<file path="config.mk">
export PLATFORM = sky130hd
export DESIGN_NAME = ata_byte_packer
export DESIGN_NICKNAME = d
export VERILOG_FILES = /design/src/rtl/ata_pack_pkg.sv /design/src/rtl/pack_ctrl.sv /design/src/rtl/pack_datapath.sv /design/src/rtl/ata_byte_packer.sv
export SDC_FILE = /design/constraint.sdc
export NUM_CORES = 1
export LEC_CHECK = 0
export BUFFER_PORTS_ARGS = -buffer_cell sky130_fd_sc_hd__buf_2
export CORE_MARGIN = 2
export CORE_UTILIZATION = 51
export DETAILED_ROUTE_END_ITERATION = 8
export GPL_ROUTABILITY_DRIVEN = 0
export PLACE_DENSITY = 0.84
export SYNTH_ARGS = -nofsm -noshare
export SYNTH_HDL_FRONTEND = slang
export SYNTH_SLANG_ARGS = --single-unit
export TNS_END_PERCENT = 100
</file>
<file path="constraint.sdc">
create_clock -name clk_i -period 2.3 [get_ports clk_i]
set_input_delay 0.23 -clock clk_i [delete_from_list [all_inputs] [get_ports clk_i]]
set_output_delay 0.23 -clock clk_i [all_outputs]
set_load 0.05 [all_outputs]
</file>
<file path="src/rtl/ata_pack_pkg.sv">
package ata_pack_pkg;
  localparam int unsigned ADDR_W       = 3;
  localparam int unsigned BYTE_W       = 8;
  localparam int unsigned WORD_W       = 2 * BYTE_W;
  localparam int unsigned SECTOR_BYTES = 512;
  localparam logic [ADDR_W-1:0] DATA_OFS = '0;

  typedef enum logic [1:0] {
    ACC_NONE  = 2'd0,
    ACC_WR    = 2'd1,
    ACC_RD    = 2'd2
  } acc_e;
endpackage

</file>
<file path="src/rtl/pack_ctrl.sv">
module pack_ctrl #(
  parameter int unsigned SECTOR_BYTES = 512
) (
  input  logic clk_i,
  input  logic rst_ni,
  input  logic long_en_i,
  input  logic data_acc_i,
  input  logic rearm_i,
  output logic byte_mode_o,
  output logic hi_phase_o
);
  localparam int unsigned CNT_W = $clog2(SECTOR_BYTES + 1);
  localparam logic [CNT_W-1:0] CNT_FULL = CNT_W'(SECTOR_BYTES);

  logic [CNT_W-1:0] cnt_q;
  logic             hi_q;
  logic             full;

  assign full        = (cnt_q == CNT_FULL);
  assign byte_mode_o = long_en_i && full;
  assign hi_phase_o  = hi_q;

  // Count bytes only while the long mode is armed; saturate at one sector.
  always_ff @(posedge clk_i or negedge rst_ni) begin
    if (!rst_ni)                              cnt_q <= '0;
    else if (rearm_i)                         cnt_q <= '0;
    else if (data_acc_i && long_en_i && !full) cnt_q <= cnt_q + 1'b1;
  end

  always_ff @(posedge clk_i or negedge rst_ni) begin
    if (!rst_ni)                            hi_q <= 1'b0;
    else if (rearm_i)                       hi_q <= 1'b0;
    else if (data_acc_i && !byte_mode_o)    hi_q <= ~hi_q;
  end


  cnt_bound_chk: assert property (@(posedge clk_i) disable iff (!rst_ni)
    cnt_q <= CNT_FULL);


  cnt_step_chk: assert property (@(posedge clk_i) disable iff (!rst_ni)
    (data_acc_i && long_en_i && !rearm_i && !full) |=> (cnt_q - $past(cnt_q)) == CNT_W'(1));


  rearm_clear_chk: assert property (@(posedge clk_i) disable iff (!rst_ni)
    rearm_i |=> (cnt_q == '0) && !hi_q);


  long_off_chk: assert property (@(posedge clk_i) disable iff (!rst_ni)
    !long_en_i |-> !byte_mode_o);
endmodule

</file>
<file path="src/rtl/pack_datapath.sv">
module pack_datapath #(
  parameter int unsigned BYTE_W = 8,
  localparam int unsigned WORD_W = 2 * BYTE_W
) (
  input  logic              clk_i,
  input  logic              rst_ni,
  input  logic              wr_data_i,
  input  logic              rd_data_i,
  input  logic              rd_other_i,
  input  logic              byte_mode_i,
  input  logic              hi_phase_i,
  input  logic [BYTE_W-1:0] host_wdata_i,
  input  logic [WORD_W-1:0] dev_data_i,
  output logic [BYTE_W-1:0] host_rdata_o,
  output logic [WORD_W-1:0] dev_data_o,
  output logic              dev_wr_o,
  output logic              dev_rd_o
);
  logic [BYTE_W-1:0] lo_q;
  logic [BYTE_W-1:0] hi_q;
  logic [BYTE_W-1:0] rdata_q;

  assign dev_wr_o   = wr_data_i && (byte_mode_i || hi_phase_i);
  assign dev_rd_o   = rd_data_i && (byte_mode_i || !hi_phase_i);
  assign dev_data_o = byte_mode_i ? {{BYTE_W{1'b0}}, host_wdata_i}
                                  : {host_wdata_i, lo_q};
  assign host_rdata_o = rdata_q;

  always_ff @(posedge clk_i or negedge rst_ni) begin
    if (!rst_ni) begin
      lo_q <= '0;
      hi_q <= '0;
    end else begin
      if (wr_data_i && !byte_mode_i && !hi_phase_i) lo_q <= host_wdata_i;
      if (rd_data_i && !byte_mode_i && !hi_phase_i) hi_q <= dev_data_i[WORD_W-1:BYTE_W];
    end
  end

  always_ff @(posedge clk_i or negedge rst_ni) begin
    if (!rst_ni)        rdata_q <= '0;
    else if (rd_data_i) rdata_q <= dev_rd_o ? dev_data_i[BYTE_W-1:0] : hi_q;
    else if (rd_other_i) rdata_q <= '0;
  end


  strobe_excl_chk: assert property (@(posedge clk_i) disable iff (!rst_ni)
    !(dev_rd_o && dev_wr_o));


  rdata_hold_chk: assert property (@(posedge clk_i) disable iff (!rst_ni)
    !(rd_data_i || rd_other_i) |=> $stable(host_rdata_o));


  byte_rd_chk: assert property (@(posedge clk_i) disable iff (!rst_ni)
    (dev_rd_o && byte_mode_i) |=> host_rdata_o == $past(dev_data_i[BYTE_W-1:0]));
endmodule

</file>
<file path="src/rtl/ata_byte_packer.sv">
module ata_byte_packer
  import ata_pack_pkg::*;
(
  input  logic              clk_i,
  input  logic              rst_ni,
  input  logic              long_en_i,
  input  logic [ADDR_W-1:0] host_addr_i,
  input  logic [BYTE_W-1:0] host_wdata_i,
  input  logic              host_wr_i,
  input  logic              host_rd_i,
  output logic [BYTE_W-1:0] host_rdata_o,
  input  logic [WORD_W-1:0] dev_data_i,
  output logic [WORD_W-1:0] dev_data_o,
  output logic              dev_wr_o,
  output logic              dev_rd_o
);
  acc_e acc;
  logic is_data, wr_data, rd_data, rd_other, rearm;
  logic byte_mode, hi_phase;

  // Write wins when both host strobes are high.
  always_comb begin
    if (host_wr_i)      acc = ACC_WR;
    else if (host_rd_i) acc = ACC_RD;
    else                acc = ACC_NONE;
  end

  assign is_data  = (host_addr_i == DATA_OFS);
  assign wr_data  = (acc == ACC_WR) && is_data;
  assign rd_data  = (acc == ACC_RD) && is_data;
  assign rd_other = (acc == ACC_RD) && !is_data;
  assign rearm    = (acc == ACC_WR) && !is_data;

  pack_ctrl #(.SECTOR_BYTES(SECTOR_BYTES)) u_ctrl (
    .clk_i       (clk_i),
    .rst_ni      (rst_ni),
    .long_en_i   (long_en_i),
    .data_acc_i  (wr_data || rd_data),
    .rearm_i     (rearm),
    .byte_mode_o (byte_mode),
    .hi_phase_o  (hi_phase)
  );

  pack_datapath #(.BYTE_W(BYTE_W)) u_dp (
    .clk_i        (clk_i),
    .rst_ni       (rst_ni),
    .wr_data_i    (wr_data),
    .rd_data_i    (rd_data),
    .rd_other_i   (rd_other),
    .byte_mode_i  (byte_mode),
    .hi_phase_i   (hi_phase),
    .host_wdata_i (host_wdata_i),
    .dev_data_i   (dev_data_i),
    .host_rdata_o (host_rdata_o),
    .dev_data_o   (dev_data_o),
    .dev_wr_o     (dev_wr_o),
    .dev_rd_o     (dev_rd_o)
  );


  pair_close_chk: assert property (@(posedge clk_i) disable iff (!rst_ni)
    (dev_wr_o && !byte_mode) |=> !hi_phase);


  other_rd_quiet_chk: assert property (@(posedge clk_i) disable iff (!rst_ni)
    rd_other |-> !dev_rd_o && !dev_wr_o);


  rearm_quiet_chk: assert property (@(posedge clk_i) disable iff (!rst_ni)
    rearm |-> !dev_wr_o && !dev_rd_o);
endmodule

</file>
=== Word-level counts from Yosys, hierarchy flattened ===
Index checks and enable logic that the tools add are counted.
Widths: inputs -> output; s select.

* Add/sub/neg operators: 1
* $mul: 0
* Shifts and indexed selects: 0
* Multiplexer cells: 10
* Div/mod/pow operators: 0
* $lt $le $gt $ge: 0
* Reduce and logical (&&, ||, !) cells: 25
* Bitwise logic cells: 1
* Equal/unequal tests: 3

{| class="wikitable"
|+ Operators by type and width
! operator !! number
|-
| $mux 8 || 3
|-
| $mux 10 || 2
|-
| $mux 16 || 1
|-
| $logic_and 1x1->1 || 14
|-
| $add 10x1->10 const B || 1
|-
| $eq 10x10->1 const B || 1
|-
| $reduce_bool 2->1 || 3
|-
| $logic_not 1->1 || 4
|-
| $mux 2 || 2
|-
| $logic_not 3->1 || 1
|-
| $logic_or 1x1->1 || 3
|-
| $eq 2x1->1 const B || 1
|-
| $eq 2x2->1 const B || 1
|-
| $mux 1 || 2
|-
| $not 1->1 || 1
|}

* Register bits after elaboration: 35
* Latch bits: 0
* ROM bits: 0
* Input port bits: 32
* Memory bits (writable): 0
* Memories: 0
* Output and inout port bits: 26

=== Logic depth before layout (Yosys ltp) ===
Gate-level depths: netlist of the first run.

* Depth in word-level cells: 9
* Depth in mapped cells: 8
* Depth with buffers taken out: 6

=== By module ===
From an unflattened synthesis of the first run, not the netlist that was laid out.

* Cells, all modules: 189
* Area total of the unflattened synthesis: 1984.4 µm²

{| class="wikitable"
|+ By module, submodules not included
! module !! area an instance (µm²) !! instances !! sequential area each (µm²) !! cells an instance
|-
| pack_datapath || 1233.7 || 1 || 600.6 || 102
|-
| pack_ctrl || 704.4 || 1 || 275.3 || 80
|-
| ata_byte_packer || 46.3 || 1 || 0.0 || 7
|}

=== Worst setup path after synthesis of the first run ===
No wires, ideal clock.

* Path kind: flip-flop to output port
* Start: reg u_ctrl.cnt_q[0]
* End: out dev_wr_o
* Data arrival time: 2163 ps
* Slack: -93 ps
* Stages on the path, launching flop included: 8
* Required time: 2070 ps
* Cell sequence: dfrtp_1 -> inv_1 -> ha_1 -> nor4b_4 -> nand4_2 -> buf_2 -> buf_2 -> a21oi_1

* Word-level cells in the longest chain between the ends: 4

{| class="wikitable"
|+ RTL lines
! element !! line !! source
|-
| start: declaration || pack_ctrl.sv:15 || <nowiki>logic [CNT_W-1:0] cnt_q;</nowiki>
|-
| start signal: assignment || pack_ctrl.sv:27 || <nowiki>else if (data_acc_i && long_en_i && !full) cnt_q <= cnt_q + 1'b1;</nowiki>
|-
| $eq 10x10->1 || pack_ctrl.sv:19 || <nowiki>assign full = (cnt_q == CNT_FULL);</nowiki>
|-
| $logic_and 1x1->1 || pack_ctrl.sv:20 || <nowiki>assign byte_mode_o = long_en_i && full;</nowiki>
|-
| $logic_or 1x1->1 || pack_datapath.sv:23 || <nowiki>assign dev_wr_o = wr_data_i && (byte_mode_i || hi_phase_i);</nowiki>
|-
| $logic_and 1x1->1 || pack_datapath.sv:23 ||
|-
| end: declaration || ata_byte_packer.sv:14 || <nowiki>output logic dev_wr_o,</nowiki>
|}

No other way between the ends.

=== Final worst setup path of the first run ===
* Start: reg u_ctrl.cnt_q[0]
* End: out dev_data_o[6]

* Word-level cells in the longest chain between the ends: 3

{| class="wikitable"
|+ RTL lines
! element !! line !! source
|-
| $eq 10x10->1 || pack_ctrl.sv:19 ||
|-
| $logic_and 1x1->1 || pack_ctrl.sv:20 ||
|-
| $mux 16 || pack_datapath.sv:25 || <nowiki>assign dev_data_o = byte_mode_i ? {{BYTE_W{1'b0}}, host_wdata_i}</nowiki>
|-
| end: declaration || ata_byte_packer.sv:13 || <nowiki>output logic [WORD_W-1:0] dev_data_o,</nowiki>
|}

No other way between the ends.

==> metrics.txt, run 1 <==
PortBufs=57; syn_area_per_cell=between 10 and 15 sq um; Hold Crit Class=in2async; CTS tree=done; Area Growth Syn to Fin=23.88%; Clk Tree Root Cell=clkbuf_8; Worst VDD drop=0.0007877 V; top_reg_cell synth=dfrtp_1; DR WL/cell=13.51 um; Synth Area in Compound Gates=0.07405; most frequent cell after synthesis=dfrtp_1; top cell family by delay on the critical path=buffers and inverters; nets=260; Synth Area in Adders=0.01334; relative slew slack=0.4899; R2R depth=7; clk sinks=35; sw frac=0.3822; Final setup viols=0; top cell type by total area after synthesis=dfrtp_1; Pleak=1.212 nW; drt drc=0; Data arrival, critical path=2.00 ns; critical path's slowest cell=dfrtp_1; worst stage delay on the critical path=0.42 ns; FF+latch area=~880 sq um; WL final=3714 um; initial antenna violation count=0; first-pass GRT wire length=5906 um; Die X=64.64 um; max_cap viols=0; Multi-input gate area=around 940 sq um; actual transition at the worst max-transition pin=0.7651 ns; TritonCTS buffer count=5; largest net degree at the start of global routing=36; Reg clk slew, reported paths=0.08 ns; Placed Instances=267; R2R Path Start=u_ctrl.cnt_q[0]; Fill cells=around 300; post-synthesis sequential area ratio=0.4670; grt ovf=0; crit-path max FO=21; Sequential Power Share=0.386; max-slew violations=0; Synth top cells by count=dfrtp_1 (35), mux2_2 (24), nand2_1 (19); net switching power=821.1 uW; drt pass-1 iters=4; Crit Path Category=reg2out; RSZ-0062 raised after global routing=yes; critical path depth in cells=7; post-DP HPWL=2717 um; clk_lat worst skew=0.29 ns; outcome=finished, final reports clean; CP Buf/Inv Count=3; CTS H-tree lvls=2; Reg2Reg Setup Slack=just under 0.4 ns; Clock power frac=0.220; Synth Area in Simple Gates=0.1941; vias per cell=between 5 and 6; Cell Chain, Critical Path=inv_1, ha_1, nor4b_4, nand4_2, buf_8, mux2_2, buf_2; main area contributors after synthesis=dfrtp_1 (47%), mux2_2 (14%), mux2i_1 (7.5%); Comb power frac=0.394; routed via count=roughly 1400; syn_nets=200; Fmax achieved=between 0.4 and 0.5 GHz; DIE AREA=4178 sq um; area of the core=3606 sq um; EDFF count, synth=0; Cells after Synth=166; Worst setup EP type=output port; hold slack=approximately 0.0085 ns; ANT cells=0; largest family of logic cells by synthesized area=multiplexers; number of global-route vias before repair=approximately 1300; P_int=1.327 mW; setup TNS=0 ns; Yosys warnings=0; fin crit period=between 2 and 2.5 ns; Synth Area in XOR/XNOR=0; DR iter-0 viols=65; Clock Skews=a little over 0.009 ns; Async SR Flop Fraction=1.000; synthesized flop and latch total=35; Synth cell types=31; Power Dens Cells=roughly 920 nW/um^2; FP Rows=22; CP Data Required Time=2.07 ns; Hold Fails Final Rpt=0; Detail Route Antenna Nets=0; total track usage=0.1904; clk buf depth=2; num ports=58; Initial Util=0.5201; FF-to-FF End=u_dp.lo_q[5]; Non-Filler Instances=about 280; mux cell area share after synthesis=0.2188; Synth top area share=0.4670; Cell Area, Synth=1876 sq um; die height=approximately 65 um; Tcrit/Tclk final=0.9686; Worst setup SP type=flip-flop; fraction of layout instances using a drive strength above 1=0.4449; setup bufs post-CTS=0
## cells by family after synthesis
family | Yosys count
adders and majority gates | 2
and+or+nand+nor | 59
DFF | 35
muxes | 38
buffers and inverters | 11
AOI/OAI and AO/OA | 21
## worst reg2reg max path, stage by stage, from the launching register on
cell and delay [ns]:
dfrtp_1 0.42, inv_1 0.07, ha_1 0.14, nor4b_4 0.25, nand4_2 0.15, buf_8 0.19, nand4_2 0.21, mux2_2 0.37
## worst max-delay path by stage
stage | startpoint | end
after floorplan | u_ctrl.cnt_q[0] | dev_wr_o
after global placement | u_ctrl.cnt_q[0] | dev_data_o[7]
after detailed placement | u_ctrl.cnt_q[0] | u_dp.lo_q[5]
after CTS | u_ctrl.cnt_q[0] | dev_data_o[1]
after global routing | u_ctrl.cnt_q[0] | dev_data_o[6]
final | u_ctrl.cnt_q[0] | dev_data_o[6]
## cell type report
type | instances | share of cell area
Clock buffer | 6 | 0.03554
Clock inverter | 2 | 0.007001
Inverter | 3 | 0.004847
Multi-Input combinational cell | 120 | 0.4055
Sequential cell | 35 | 0.3770
Tap cell | 48 | 0.02585
Timing Repair Buffer | 61 | 0.1443
## registers in the layout (all words and copies together) (netlist names)
signal	flops
u_ctrl.cnt_q	10
u_dp.hi_q	8
u_dp.host_rdata_o	8
u_dp.lo_q	8
u_ctrl.hi_phase_o	1
## stage by stage
stage | util | cell area, sq um | setup slack, ns | total power, mW
5_1_grt | 0.6443 | 2323 | -0.04038 | 2.263
6_report | 0.6443 | 2323 | 0.07219 | 2.148
3_3_place_gp | 0.6114 | 2205 | 0.3986 | 1.641
4_1_cts | 0.6388 | 2303 | 0.03166 | 2.140
2_1_floorplan | - | 1879 | 0.2152 | 1.471
3_5_place_dp | 0.6114 | 2205 | 0.3471 | 1.667
## timing repair
| item | in CTS | in global routing |
|---|---|---|
| hold buffers | 0 | 0 |
| gates resized for setup | 0 | 12 |
| hold endpoints to repair | 0 | 0 |
| endpoints found under the setup margin | 0 | 8 |
## per-layer routing
layer | global-route usage | wire length (um) | share of wire
met2 | 0.3164 | 1854 | 0.50
met4 | 0.07979 | 65 | 0.018
met5 | 0 | 0 | 0
met3 | 0.06424 | 117 | 0.032
met1 | 0.2259 | 1676 | 0.45
## placed cells by master (no fill, tap or decap), types with 5 or more instances in the layout
cell,instances
o21ai_0,8
nand2_1,19
and3_1,5
dfrtp_1,35
mux2_2,24
a31oi_1,5
clkbuf_8,6
buf_4,8
and2_1,9
buf_2,52
mux2i_1,14
nand2b_1,5
## power by group through the flow
stage                     logic [mW]  clock network [mW]  registers (mW)
after floorplan                0.616                   0           0.856
after detailed placement       0.828                   0           0.839
after global placement         0.811                   0           0.830
after global routing           0.910               0.509           0.845
after CTS                      0.829               0.484           0.828
final                          0.847               0.473           0.828
Note: power is estimated with default switching activity, not from simulation.
==> run 2, diff against run 1 <==
--- a/config.mk
+++ b/config.mk
@@ -5,12 +5,13 @@
 export SDC_FILE = /design/constraint.sdc
 export NUM_CORES = 1
 export LEC_CHECK = 0
+export ABC_AREA = 1
 export BUFFER_PORTS_ARGS = -buffer_cell sky130_fd_sc_hd__buf_2
 export CORE_MARGIN = 2
-export CORE_UTILIZATION = 51
+export CORE_UTILIZATION = 26
 export DETAILED_ROUTE_END_ITERATION = 8
 export GPL_ROUTABILITY_DRIVEN = 0
-export PLACE_DENSITY = 0.84
+export PLACE_DENSITY = 0.5
 export SYNTH_ARGS = -nofsm -noshare
 export SYNTH_HDL_FRONTEND = slang
 export SYNTH_SLANG_ARGS = --single-unit
==> run 2 against run 1 <==
  * First-iteration DRC count increased by 31%
  * Sequential power decreased by 10%
  * Worst hold slack got worse by 0.0064 ns
  * Clock power increased by 1%
  * Global-route usage decreased by 7.5 points
  * Cell count increased by 54%
  * Synthesized cell count increased by 60%
  * Maximum frequency increased by 4.7%
  * Flip-flop and latch count unchanged
  * Routed wire length increased by 22%
  * Clock skew increased by 0.0048 ns
  * Largest power group is now registers
==> metrics.txt, run 2 <==
most frequent cell after synthesis=nand2_1; Cell Area, Synth=2002 sq um (+6.7%); P_int=1.072 mW (-19%); max FFs per register=10 (unchanged); die height=91.75 um (+42%); RSZ-0062 raised after global routing=no; fin crit period=2.127 ns (-0.1007 ns); CP Data Required Time=2.07 ns (about the same); DIE AREA=8417 sq um (+100%); Biggest register=u_ctrl.cnt_q; vias per cell=4.137 (-21%); Synth Area in Compound Gates=0.08375 (+0.009701); Yosys warnings=0 (unchanged); Worst VDD drop=0.0003589 V (-54%); grt ovf=0 (unchanged); Comb power frac=0.264 (-0.130); outcome=finished, final reports clean; Initial Util=0.2716 (-0.2485); Synth Area in XOR/XNOR=0.03062 (+0.03062); main area contributors after synthesis=dfrtp_1 (44%), nand2_1 (16%), inv_1 (7.1%); critical path's slowest cell=dfrtp_1; Synth top area share=0.4375 (-0.02948); mux cell area share after synthesis=0 (-0.2188); relative slew slack=0.4831 (-0.006764); Sequential Power Share=0.447 (+0.061); ANT cells=0 (unchanged); top cell type by total area after synthesis=dfrtp_1; Async SR Flop Fraction=1.000 (unchanged); Worst setup SP type=flip-flop; Fmax achieved=0.4701 GHz (+4.7%); Hold Crit Class=in2async; max-slew violations=0 (unchanged); Crit Path Category=reg2out; Pleak=1.410 nW (+16%); WL final=4548 um (+22%); most frequent cells in the layout=nand2_1 (87), buf_2 (51), inv_1 (38); CTS H-tree lvls=2 (unchanged); Clock power frac=0.289 (+0.069); Reg clk slew, reported paths=0.08 ns (about the same); Worst setup EP type=output port; drt pass-1 iters=4 (unchanged); Non-Filler Instances=424 (+54%); commonest non-fill, non-tap cell in the layout=nand2_1; final core utilization=0.3365 (-0.3078); Data arrival, critical path=1.90 ns (-0.10 ns); num ports=58 (unchanged); initial antenna violation count=0 (unchanged); Clock Skews=0.01386 ns (+0.004775 ns); first-pass GRT wire length=7817 um (+32%); Synth Area in Adders=0.01250 (-0.0008422); CP Buf/Inv Count=3 (unchanged); crit-path max FO=28 (+33%); clk_lat worst skew=0.29 ns (about the same); PortBufs=57 (unchanged); Final Power=1.660 mW (-23%); Placed Instances=416 (+56%); actual transition at the worst max-transition pin=0.7753 ns (+0.01015 ns); syn_area_per_cell=7.554 sq um (-33%); Power Dens Cells=669.3 nW/um^2 (-28%); max_cap viols=0 (unchanged); sw frac=0.3539 (-0.02833); number of global-route vias before repair=1646 (+27%); synthesized flop and latch total=35 (unchanged); Detail Route Antenna Nets=0 (unchanged); Cell Chain, Critical Path=inv_1, ha_1, nand2_1, nor2_2, nand3_2, buf_4, o21ai_0, buf_2; largest net degree at the start of global routing=36 (unchanged); Final setup viols=0 (unchanged); Post-CTS Hold Buffers=0 (unchanged); DR WL/cell=10.73 um (-21%); Cells after Synth=265 (+60%); post-synthesis sequential area ratio=0.4375 (-0.02948); EDFF count, synth=0 (unchanged); Synth Area in Simple Gates=0.3294 (+0.1352); Hold Fails Final Rpt=0 (unchanged); FP Rows=31 (+41%); top cell family by delay on the critical path=buffers and inverters; Area Growth Syn to Fin=23.88% (about the same); post-DP HPWL=3413 um (+26%); total track usage=0.1151 (-0.07529); drt drc=0 (unchanged); routed via count=1754 (+22%); clk sinks=35 (unchanged); Clk Tree Root Cell=clkbuf_8; area of the core=7370 sq um (+100%); fraction of layout instances using a drive strength above 1=0.2400 (-0.2049); Tcrit/Tclk final=0.9248 (-0.04378); TritonCTS buffer count=5 (unchanged); syn_nets=299 (+50%); largest family of logic cells by synthesized area=simple AND/OR/NAND/NOR gates; CTS tree=done; Die X=91.75 um (+42%); Synth cell types=23 (-26%); top_reg_cell synth=dfrtp_1; net switching power=587.4 uW (-28%); nets=358 (+38%); Synth top cells by count=nand2_1 (87), inv_1 (38), dfrtp_1 (35); worst stage delay on the critical path=0.44 ns (+0.02 ns); clk buf depth=2 (unchanged); DR iter-0 viols=85 (+31%)
run 2: layout make-up:
cell class	instances	area, sq um
clock buffer	6	82.58
clock inverter	2	16.27
fill	841	4890
inverter	38	142.6
multi-input combinational	184	915.9
sequential	35	875.8
tap	99	123.9
timing repair buffer	60	322.8
run 2: stage by stage:
stage | instance area, sq um | TNS, ns | hold WS, ns | setup WS (ns)
4_1_cts | 2462 | 0 | 0.04129 | 0.03907
6_report | 2480 | 0 | 0.002134 | 0.1729
3_3_place_gp | 2364 | 0 | 0.3812 | 0.3902
3_5_place_dp | 2364 | 0 | 0.3669 | 0.2704
5_1_grt | 2480 | 0 | 0.08906 | 0.0005624
2_1_floorplan | 2002 | -1.626 | -0.06559 | -0.2032
run 2: cell families after synthesis:
group           Yosys count
compound gates           32
fa+ha+maj                 2
xor+xnor                  7
buf+inv                  46
flops                    35
simple gates            143
run 2: power by group through the flow:
stage,registers (mW),clock network (mW),logic [mW]
floorplan,0.762,0,0.297
global placement,0.752,0,0.428
detailed placement,0.754,0,0.431
CTS,0.743,0.499,0.432
global route,0.754,0.517,0.481
finish,0.743,0.479,0.438
run 2: per-layer routing:
metal  share of wire  up-vias  global-route usage  wire length [um]
met5               0        -                   0                 0
met4          0.0092        0             0.04104                42
li1                -      944                   -                 -
met3           0.050        2             0.02958               228
met2            0.43       40              0.1746              1945
met1            0.51      768              0.1587              2331
run 2: worst paths after layout:
| kind | start | end | slack, ns | cells after the start |
|---|---|---|---|---|
| setup / recovery | u_ctrl.cnt_q[0] | dev_data_o[4] | 0.17 | 8 |
| hold / removal | rst_ni | u_ctrl.cnt_q[5] | 0.002 | 1 |
| setup reg to reg | u_ctrl.cnt_q[0] | u_dp.lo_q[5] | 0.32 | 8 |
| hold reg to reg | u_dp.host_rdata_o[0] | u_dp.host_rdata_o[0] | 0.47 | 2 |
| max in group asynchronous | rst_ni | u_dp.host_rdata_o[1] | 1.78 | 1 |
| min in group clk_i | dev_data_i[8] | u_dp.hi_q[0] | 0.16 | 3 |
run 2: what timing repair did:
item	in CTS	in global routing
resized for setup	0	15
setup buffers	0	0
setup endpoints to repair	0	10
